===== src/rtl/decgrp_pkg.sv =====
// Package: defaults shared by the decode group selector and its checker.
// Assumes a 3-bit micro-op count field per queue entry.
package decgrp_pkg;
    localparam int DEF_SLOTS     = 4;
    localparam int DEF_UOP_W     = 3;
    localparam int DEF_FIRST_MAX = 4;
endpackage


===== src/rtl/decgrp_slot_stage.sv =====
// Module: one decode slot in the selection chain.
// Takes the queue pointer, the stop flag and the fusion-used flag from the
// previous slot, picks this slot's instruction and passes the state on.
// Assumes visible entries have a non-zero micro-op count.
module decgrp_slot_stage #(
    parameter int WINDOW    = 5,
    parameter int UOP_W     = 3,
    parameter int CNT_W     = 3,
    parameter int FIRST_MAX = 4,
    parameter bit IS_FIRST  = 1'b0
) (
    input  logic [CNT_W-1:0]        q_count,
    input  logic [WINDOW*UOP_W-1:0] q_uops,
    input  logic [WINDOW-1:0]       q_is_cmp,
    input  logic [WINDOW-1:0]       q_is_br,
    input  logic [CNT_W-1:0]        ptr_in,
    input  logic                    stop_in,
    input  logic                    fuse_in,
    output logic                    valid_o,
    output logic                    fused_o,
    output logic [UOP_W-1:0]        uops_o,
    output logic [CNT_W-1:0]        ptr_out,
    output logic                    stop_out,
    output logic                    fuse_out
);
    logic [UOP_W-1:0] cur_u, nxt_u;
    logic             cur_c, nxt_b;
    logic             has_cur, has_nxt;
    logic [CNT_W:0]   ptr_nx;

    // Fetch the entry at the pointer and the one just after it.
    always_comb begin
        cur_u = '0;
        nxt_u = '0;
        cur_c = 1'b0;
        nxt_b = 1'b0;
        ptr_nx = {1'b0, ptr_in} + 1'b1;
        for (int i = 0; i < WINDOW; i++) begin
            if ((CNT_W+1)'(i) == {1'b0, ptr_in}) begin
                cur_u = q_uops[i*UOP_W +: UOP_W];
                cur_c = q_is_cmp[i];
            end
            if ((CNT_W+1)'(i) == ptr_nx) begin
                nxt_u = q_uops[i*UOP_W +: UOP_W];
                nxt_b = q_is_br[i];
            end
        end
        has_cur = ptr_in < q_count;
        has_nxt = ptr_nx < {1'b0, q_count};
    end

    // Apply the slot rules: complex first slot, simple later slots, one fusion.
    always_comb begin
        valid_o  = 1'b0;
        fused_o  = 1'b0;
        uops_o   = '0;
        ptr_out  = ptr_in;
        stop_out = stop_in;
        fuse_out = fuse_in;
        if (!stop_in) begin
            if (!has_cur) begin
                stop_out = 1'b1;
            end else if (IS_FIRST && cur_u > UOP_W'(FIRST_MAX)) begin
                valid_o  = 1'b1;
                uops_o   = cur_u;
                ptr_out  = ptr_in + 1'b1;
                stop_out = 1'b1;
            end else if (!IS_FIRST && cur_u != UOP_W'(1)) begin
                stop_out = 1'b1;
            end else if (cur_c && cur_u == UOP_W'(1) && !fuse_in) begin
                if (!has_nxt) begin
                    stop_out = 1'b1;
                end else if (nxt_b && nxt_u == UOP_W'(1)) begin
                    valid_o  = 1'b1;
                    fused_o  = 1'b1;
                    uops_o   = UOP_W'(1);
                    ptr_out  = ptr_in + CNT_W'(2);
                    fuse_out = 1'b1;
                end else begin
                    valid_o = 1'b1;
                    uops_o  = cur_u;
                    ptr_out = ptr_in + 1'b1;
                end
            end else begin
                valid_o = 1'b1;
                uops_o  = cur_u;
                ptr_out = ptr_in + 1'b1;
            end
        end
    end
endmodule


===== src/rtl/decgrp_out_reg.sv =====
// Module: output register bank for the selected decode group.
// Assumes a synchronous active-low reset that clears every output.
module decgrp_out_reg #(
    parameter int NUM_SLOTS = 4,
    parameter int UOP_W     = 3,
    parameter int CNT_W     = 3
) (
    input  logic                       clk,
    input  logic                       rst_n,
    input  logic [NUM_SLOTS-1:0]       d_valid,
    input  logic [NUM_SLOTS-1:0]       d_fused,
    input  logic [NUM_SLOTS*UOP_W-1:0] d_uops,
    input  logic [CNT_W-1:0]           d_pop,
    output logic [NUM_SLOTS-1:0]       q_valid,
    output logic [NUM_SLOTS-1:0]       q_fused,
    output logic [NUM_SLOTS*UOP_W-1:0] q_uops,
    output logic [CNT_W-1:0]           q_pop
);
    // Capture the combinational choice once per clock.
    always_ff @(posedge clk) begin
        if (!rst_n) begin
            q_valid <= '0;
            q_fused <= '0;
            q_uops  <= '0;
            q_pop   <= '0;
        end else begin
            q_valid <= d_valid;
            q_fused <= d_fused;
            q_uops  <= d_uops;
            q_pop   <= d_pop;
        end
    end
endmodule


===== src/rtl/decgrp_selector.sv =====
// Module: top of the asymmetric decode group selector.
// Chains one stage per slot. Slot 0 is the only complex slot. The window is
// one entry wider than the slot count, so the last slot can hold a fused pair.
// Assumes q_count <= NUM_SLOTS+1 and non-zero counts in visible entries.
module decgrp_selector
    import decgrp_pkg::*;
#(
    parameter int NUM_SLOTS = DEF_SLOTS,
    parameter int UOP_W     = DEF_UOP_W,
    parameter int FIRST_MAX = DEF_FIRST_MAX,
    localparam int WINDOW   = NUM_SLOTS + 1,
    localparam int CNT_W    = $clog2(WINDOW + 1)
) (
    input  logic                       clk,
    input  logic                       rst_n,
    input  logic [CNT_W-1:0]           q_count,
    input  logic [WINDOW*UOP_W-1:0]    q_uops,
    input  logic [WINDOW-1:0]          q_is_cmp,
    input  logic [WINDOW-1:0]          q_is_br,
    input  logic                       stall,
    output logic [CNT_W-1:0]           pop_cnt,
    output logic [NUM_SLOTS-1:0]       slot_valid,
    output logic [NUM_SLOTS-1:0]       slot_fused,
    output logic [NUM_SLOTS*UOP_W-1:0] slot_uops
);
    logic [CNT_W-1:0]           ptr_c  [NUM_SLOTS+1];
    logic                       stop_c [NUM_SLOTS+1];
    logic                       fuse_c [NUM_SLOTS+1];
    logic [NUM_SLOTS-1:0]       sel_valid;
    logic [NUM_SLOTS-1:0]       sel_fused;
    logic [NUM_SLOTS*UOP_W-1:0] sel_uops;

    // Seed the chain; a stall stops it before slot 0.
    always_comb begin
        ptr_c[0]  = '0;
        stop_c[0] = stall;
        fuse_c[0] = 1'b0;
    end

    for (genvar gs = 0; gs < NUM_SLOTS; gs++) begin : g_slot
        decgrp_slot_stage #(
            .WINDOW   (WINDOW),
            .UOP_W    (UOP_W),
            .CNT_W    (CNT_W),
            .FIRST_MAX(FIRST_MAX),
            .IS_FIRST (gs == 0)
        ) u_stage (
            .q_count (q_count),
            .q_uops  (q_uops),
            .q_is_cmp(q_is_cmp),
            .q_is_br (q_is_br),
            .ptr_in  (ptr_c[gs]),
            .stop_in (stop_c[gs]),
            .fuse_in (fuse_c[gs]),
            .valid_o (sel_valid[gs]),
            .fused_o (sel_fused[gs]),
            .uops_o  (sel_uops[gs*UOP_W +: UOP_W]),
            .ptr_out (ptr_c[gs+1]),
            .stop_out(stop_c[gs+1]),
            .fuse_out(fuse_c[gs+1])
        );
    end

    decgrp_out_reg #(
        .NUM_SLOTS(NUM_SLOTS),
        .UOP_W    (UOP_W),
        .CNT_W    (CNT_W)
    ) u_out (
        .clk    (clk),
        .rst_n  (rst_n),
        .d_valid(sel_valid),
        .d_fused(sel_fused),
        .d_uops (sel_uops),
        .d_pop  (ptr_c[NUM_SLOTS]),
        .q_valid(slot_valid),
        .q_fused(slot_fused),
        .q_uops (slot_uops),
        .q_pop  (pop_cnt)
    );
endmodule


===== config.mk =====
export PLATFORM = sky130hd
export DESIGN_NAME = decgrp_selector
export DESIGN_NICKNAME = d
export VERILOG_FILES = /design/src/rtl/decgrp_pkg.sv /design/src/rtl/decgrp_slot_stage.sv /design/src/rtl/decgrp_out_reg.sv /design/src/rtl/decgrp_selector.sv
export SDC_FILE = /design/constraint.sdc
export NUM_CORES = 1
export LEC_CHECK = 0
export BUFFER_PORTS_ARGS = -buffer_cell sky130_fd_sc_hd__buf_2
export CORE_MARGIN = 3
export CORE_UTILIZATION = 56
export CTS_BUF_LIST = sky130_fd_sc_hd__clkbuf_16
export DETAILED_ROUTE_END_ITERATION = 16
export PLACE_DENSITY = 0.81
export SETUP_SLACK_MARGIN = 0.2
export SLEW_MARGIN = 20
export SYNTH_ARGS = -nofsm -noshare
export SYNTH_HDL_FRONTEND = slang
export SYNTH_SLANG_ARGS = --single-unit
export TNS_END_PERCENT = 10

===== constraint.sdc =====
create_clock -name clk -period 9.5 [get_ports clk]
set_input_delay 1.9 -clock clk [delete_from_list [all_inputs] [get_ports clk]]
set_output_delay 1.9 -clock clk [all_outputs]
set_load 0.02 [all_outputs]

==> flow_metrics.env, run 1 <==
export IMPL_status="completed"
export IMPL_final_setup_worst_slack_ns=0.4801
export IMPL_drt_first_pass_iters=5
export IMPL_max_freq_mhz=110.9
export IMPL_tns_ns=0
export IMPL_dieArea_um2=5579
export IMPL_crit_path_start_kind="primary input"
export IMPL_synth_compound_area_share_pct=34.85
export IMPL_antennaDiodeCount=0
export IMPL_arrival_ns=9.16
export IMPL_hold_viol_final=0
export IMPL_finalSetupViolCount=0
export IMPL_vias=2946
export IMPL_synth_xor_area_share_pct=0.6155
export IMPL_coreArea_um2=4444
export IMPL_synth_flop_cell="dfxtp_1"
export IMPL_critPathMaxStageDelay_ns=0.53
export IMPL_fin_util_pct=72.04
export IMPL_area_growth_pct=21.16
export IMPL_rows=24
export IMPL_io_pins=54
export IMPL_synthCells=317
export IMPL_critPathMostFrequentCell="nor2_1"
export IMPL_yosysTopAreaCell="dfxtp_1"
export IMPL_ys_seq_area_share_pct=17.42
export IMPL_p_leak_nw=1.417
export IMPL_drtIter0Drc=501
export IMPL_die_width_um=74.70
export IMPL_clk_pin_slew_ns=0.07
export IMPL_synth_simple_gate_area_share_pct=27.08
export IMPL_antenna_found_initial=0
export IMPL_maxSlewHeadroom_pct=49.75
export IMPL_period_minus_slack_ns=9.020
export IMPL_end_kind="flip-flop"
export IMPL_finalPower_mw=0.3262
export IMPL_post_place_ws_ns=0.06183
export IMPL_maxCapViolations=0
export IMPL_hpwl_um=6350
export IMPL_yosysWarnings=0
export IMPL_path_delay_family="compound AO/OA/AOI/OAI gates"
export IMPL_n_fill_cell=342
export IMPL_synthMostInstantiatedCell="ha_1"
export IMPL_htree_levels=1
export IMPL_syn_avg_cell_area_um2=8.336
export IMPL_fin_crit_sh_pct=94.95
export IMPL_cts_tree="built"
export IMPL_cts_inserted_buffers=3
export IMPL_initial_utilization_pct=59.46
export IMPL_grt_total_usage_pct=30.21
export IMPL_synthTopCellsByCount="29 x ha_1, 26 x a21oi_1, 24 x inv_1, 23 x dfxtp_1, 23 x nand2_1"
export IMPL_wirelength_um=8466
export IMPL_synthAdderAreaFrac_pct=13.73
export IMPL_via_per_inst=6.757
export IMPL_fin_cells=436
export IMPL_grt_pass1_vias=2602
export IMPL_async_reset_ff_share_pct=0
export IMPL_antenna_left=0
export IMPL_synth_top_cells_by_area="dfxtp_1 17%, ha_1 14%, a21oi_1 4.9%"
export IMPL_critical_path_buf_inv_count=3
export IMPL_cp_data_required_time_ns=9.64
export IMPL_grt_overflow_total=0
export IMPL_ys_seq_elements=23
export IMPL_cts_max_path_buffers=2
export IMPL_drv_slew=0
export IMPL_crit_path_max_fanout=10
export IMPL_vdd_drop_max_uv=64.43
export IMPL_synth_mux_area_share_pct=1.610
export IMPL_synth_edf_count=0
export IMPL_worst_pin_slew_ns=0.7523
export IMPL_hp_class="primary input to flip-flop"
export IMPL_ys_types=76
export IMPL_cts_root_buffer="clkbuf_16"
export IMPL_wl_per_cell_um=19.42
export IMPL_portBuffers=53
export IMPL_syn_area_um2=2643
export IMPL_cp_slowest_cell="or4bb_1"
export IMPL_clock_sinks=23
export IMPL_grt_pass1_wl_um=12940
export IMPL_die_height_um=74.70
export IMPL_path_class="primary input to flip-flop"
export IMPL_crit_path_start="q_uops[5]"
export IMPL_synth_top_family_by_area="compound AO/OA/AOI/OAI gates"
export IMPL_dp_cells=431
export IMPL_nets=445
export IMPL_drive_gt1_share_pct=28.39
export IMPL_min_delay_start="rst_n"
export IMPL_rsz0062_at_grt="no"
export IMPL_drc_errors=0
export IMPL_power_density_nw_per_um2=101.9
export IMPL_finalWeightedCongestion=0.9697
export IMPL_grt_max_degree=14
export IMPL_synth_top_area_share_pct=17.42
-- path summary, 6_finish.rpt --
| kind | endpoint | slack [ns] | depth (start not counted) |
|---|---|---|---|
| worst max-delay path | u_out.q_pop[1] | 0.48 | 33 |
| worst min-delay path | u_out.q_pop[0] | 1.95 | 2 |
-- state kept, by name, indices dropped and copies added, names as in the netlist --
signal         flops
u_out.q_fused      4
u_out.q_pop        3
u_out.q_uops      12
u_out.q_valid      4
-- placed cells by master (no fill, tap or decap), types with 4 or more instances in the layout --
| master | Yosys | routed |
|---|---|---|
| inv_1 | 24 | 23 |
| nand2b_1 | 5 | 5 |
| a31oi_1 | 6 | 6 |
| conb_1 | 1 | 6 |
| o21ai_0 | 10 | 10 |
| nand2_1 | 23 | 23 |
| nand4bb_1 | 4 | 4 |
| buf_4 | 0 | 10 |
| nor3_1 | 8 | 8 |
| buf_2 | 3 | 53 |
| a32oi_1 | 4 | 4 |
| and2_1 | 7 | 7 |
| a221o_1 | 4 | 4 |
| ha_1 | 29 | 27 |
| and3_1 | 4 | 4 |
| dfxtp_1 | 23 | 23 |
| nor3b_1 | 6 | 6 |
| a21oi_1 | 26 | 24 |
| nor2b_1 | 6 | 6 |
| nor2_1 | 21 | 21 |
| nand4_1 | 5 | 5 |
| o211ai_1 | 6 | 6 |
| o21a_1 | 5 | 5 |
-- report_power, final --
part	switching, mW	internal (mW)	leakage, nW
Combinational	0.0784	0.0494	1.19
Sequential	0.000530	0.0990	0.189
Clock	0.0419	0.0569	0.0409
Total	0.121	0.205	1.42
-- stage by stage --
stage	hold slack, ns	instance area (um2)
2_1_floorplan	2.018	2661
3_3_place_gp	2.213	3037
3_5_place_dp	2.226	3037
4_1_cts	1.953	3117
5_1_grt	1.961	3202
6_report	1.946	3202
-- what timing repair did --
action                                  CTS  global route
buffers inserted                          0             1
endpoints found under the setup margin    0             6
hold endpoints to repair                  0             0
hold buffers                              0             0
gates resized for setup                   0            13
-- cell type report --
cell class              count  area (um2)  area share [%]
well taps                  52       65.06           2.032
inverters                  26       97.59           3.048
clock inverters             1       5.005          0.1563
multi-input cells         268        2158           67.41
repair buffers             63       340.3           10.63
flip-flops and latches     23       460.4           14.38
clock buffers               3       75.07           2.345
-- logic make-up (layout without fill, tap and decap cells) --
family / Yosys count / count (layout)
AO/OA/AOI/OAI: 111 / 111
XOR/XNOR: 1 / 1
adder cells (fa/ha/maj): 29 / 29
buffers and inverters: 31 / 93
AND/OR/NAND/NOR: 117 / 117
other: 1 / 6
multiplexers: 4 / 4
flip-flops: 23 / 23
-- per-layer routing --
metal,global-route usage [%],share of wire (%),vias to the layer above
met2,46.73,44,197
met5,0,0,-
met4,11.26,2.9,0
met1,43.01,44,1353
met3,3.738,9.2,31
li1,-,-,1365
Power figures use the tool's default switching activity.
==> run 2, diff against run 1 <==
--- a/config.mk
+++ b/config.mk
@@ -7,13 +7,14 @@
 export LEC_CHECK = 0
 export BUFFER_PORTS_ARGS = -buffer_cell sky130_fd_sc_hd__buf_2
 export CORE_MARGIN = 3
-export CORE_UTILIZATION = 56
+export CORE_UTILIZATION = 59
 export CTS_BUF_LIST = sky130_fd_sc_hd__clkbuf_16
 export DETAILED_ROUTE_END_ITERATION = 16
-export PLACE_DENSITY = 0.81
+export PLACE_DENSITY = 0.83
 export SETUP_SLACK_MARGIN = 0.2
 export SLEW_MARGIN = 20
 export SYNTH_ARGS = -nofsm -noshare
 export SYNTH_HDL_FRONTEND = slang
+export SYNTH_HIERARCHICAL = 1
 export SYNTH_SLANG_ARGS = --single-unit
 export TNS_END_PERCENT = 10
==> run 2 against run 1 <==
Effect of this change: hold slack better by 0.12 ns; first-iteration DRC count fell by 28%; maximum frequency shrank 1.6%; synthesized cell count increased by 25%; critical path depth grew 5; via count grew 27%; area after synthesis up 27%; critical endpoint is now u_out/q_pop[2]; largest power group unchanged.
==> flow_metrics.env, run 2 <==
export IMPL_antenna_found_initial=0
export IMPL_layout_commonest_cell="buf_4"
export IMPL_grt_pass1_vias=3446
export IMPL_nets=592
export IMPL_switching_power_mw=0.2523
export IMPL_via_per_inst=6.369
export IMPL_coreArea_um2=5303
export IMPL_power_internal_mw=0.3274
export IMPL_hold_viol_final=0
export IMPL_cts_root_buffer="clkbuf_16"
export IMPL_drive_gt1_share_pct=39.92
export IMPL_io_pins=54
export IMPL_largest_register="u_out/q_uops"
export IMPL_initial_utilization_pct=63.45
export IMPL_path_delay_family="compound AO/OA/AOI/OAI gates"
export IMPL_fin_cells=586
export IMPL_syn_area_um2=3364
export IMPL_wirelength_um=11430
export IMPL_clockPowerShare_pct=16.0
export IMPL_rsz0062_at_grt="no"
export IMPL_vias=3732
export IMPL_area_growth_pct=31.87
export IMPL_synthCells=395
export IMPL_grt_total_usage_pct=31.57
export IMPL_swShare_pct=43.52
export IMPL_cp_data_required_time_ns=9.70
export IMPL_finalWeightedCongestion=0.9229
export IMPL_finalSetupViolCount=0
export IMPL_portBuffers=53
export IMPL_cts_max_path_buffers=2
export IMPL_drv_slew=0
export IMPL_antennaDiodeCount=0
export IMPL_route_met3_wl_um=793
export IMPL_timing_hold_ws_ns=2.064
export IMPL_dieArea_um2=6645
export IMPL_fin_crit_sh_pct=96.44
export IMPL_drtIter0Drc=359
export IMPL_reg_top3="u_out/q_uops x12, u_out/q_fused x4, u_out/q_valid x4"
export IMPL_worst_pin_slew_ns=0.6226
export IMPL_end_kind="flip-flop"
export IMPL_vdd_drop_max_uv=88.97
export IMPL_wl_met1_um=4366
export IMPL_wl_met2_um=5650
export IMPL_wl_per_cell_um=19.50
export IMPL_max_freq_mhz=109.1
export IMPL_postCtsHoldBufs=0
export IMPL_arrival_ns=9.36
export IMPL_fin_util_pct=83.67
export IMPL_rows=26
export IMPL_grt_pass1_wl_um=16520
export IMPL_maxCapViolations=0
export IMPL_cp_slowest_cell="a221o_1"
export IMPL_antenna_left=0
export IMPL_hp_class="primary input to flip-flop"
export IMPL_die_height_um=81.52
export IMPL_clock_sinks=23
export IMPL_largest_reg_flops=12
export IMPL_final_cell_mix="57 x buf_4, 52 x buf_2, 33 x ha_1"
export IMPL_power_frac_seq_pct=17.5
export IMPL_finalPower_mw=0.5796
export IMPL_syn_avg_cell_area_um2=8.518
export IMPL_hpwl_um=8003
export IMPL_dp_cells=563
export IMPL_htree_levels=1
export IMPL_grt_max_degree=24
export IMPL_drc_errors=0
export IMPL_cts_tree="built"
export IMPL_yosysWarnings=6
export IMPL_critical_path_buf_inv_count=8
export IMPL_critPathMaxStageDelay_ns=0.44
export IMPL_period_minus_slack_ns=9.162
export IMPL_cts_inserted_buffers=3
export IMPL_die_width_um=81.52
export IMPL_p_leak_nw=1.991
export IMPL_maxSlewHeadroom_pct=57.42
export IMPL_clk_pin_slew_ns=0.06
export IMPL_grt_overflow_total=0
export IMPL_status="completed"
export IMPL_crit_path_max_fanout=5
export IMPL_drt_first_pass_iters=5
export IMPL_power_density_nw_per_um2=130.6
export IMPL_highest_layer="met4"
export IMPL_crit_path_start_kind="primary input"
export IMPL_tns_ns=0
export IMPL_path_class="primary input to flip-flop"
export IMPL_comb_power_share_pct=66.6
## run 2: area by class of cell
type | instances | area, um2
inverter | 35 | 131.4
tap | 70 | 87.58
timing repair buffer | 110 | 695.7
clock inverter | 1 | 7.507
clock buffer | 3 | 75.07
fill | 342 | 865.8
sequential | 23 | 460.4
multi-input combinational | 344 | 2979
## run 2: power groups by stage
| stage | sequential (mW) | combinational [mW] | clock (mW) |
|---|---|---|---|
| finish | 0.101 | 0.386 | 0.0925 |
| global route | 0.101 | 0.409 | 0.0978 |
| CTS | 0.101 | 0.311 | 0.0928 |
| detailed placement | 0.103 | 0.291 | 0 |
| global placement | 0.103 | 0.285 | 0 |
| floorplan | 0.108 | 0.202 | 0 |
## run 2: stage by stage
stage          cell area (um2)  setup WS, ns
6_report                  4437        0.3380
5_1_grt                   4437       0.02994
4_1_cts                   4134        0.2032
3_5_place_dp              3964       -0.2897
3_3_place_gp              3964       -0.1045
2_1_floorplan             3480        0.2403
## run 2: final timing paths
path / slack (ns) / depth (start not counted) / start / end
setup / recovery: 0.34 / 38 / q_is_cmp[0] / u_out/q_pop[2]
hold / removal: 2.06 / 2 / rst_n / u_out/q_fused[3]
## run 2: per-layer routing
| layer | GRT usage [%] | vias to the layer above |
|---|---|---|
| met5 | 0 | - |
| met4 | 11.49 | 0 |
| met3 | 4.167 | 80 |
| met2 | 56.68 | 216 |
| met1 | 38.12 | 1728 |
| li1 | - | 1708 |
## run 2: what timing repair did
| action | CTS | global route |
|---|---|---|
| setup buffers | 7 | 12 |
| pin swaps | 7 | 30 |
| gates resized for setup | 10 | 42 |
| setup endpoints to repair | 5 | 6 |
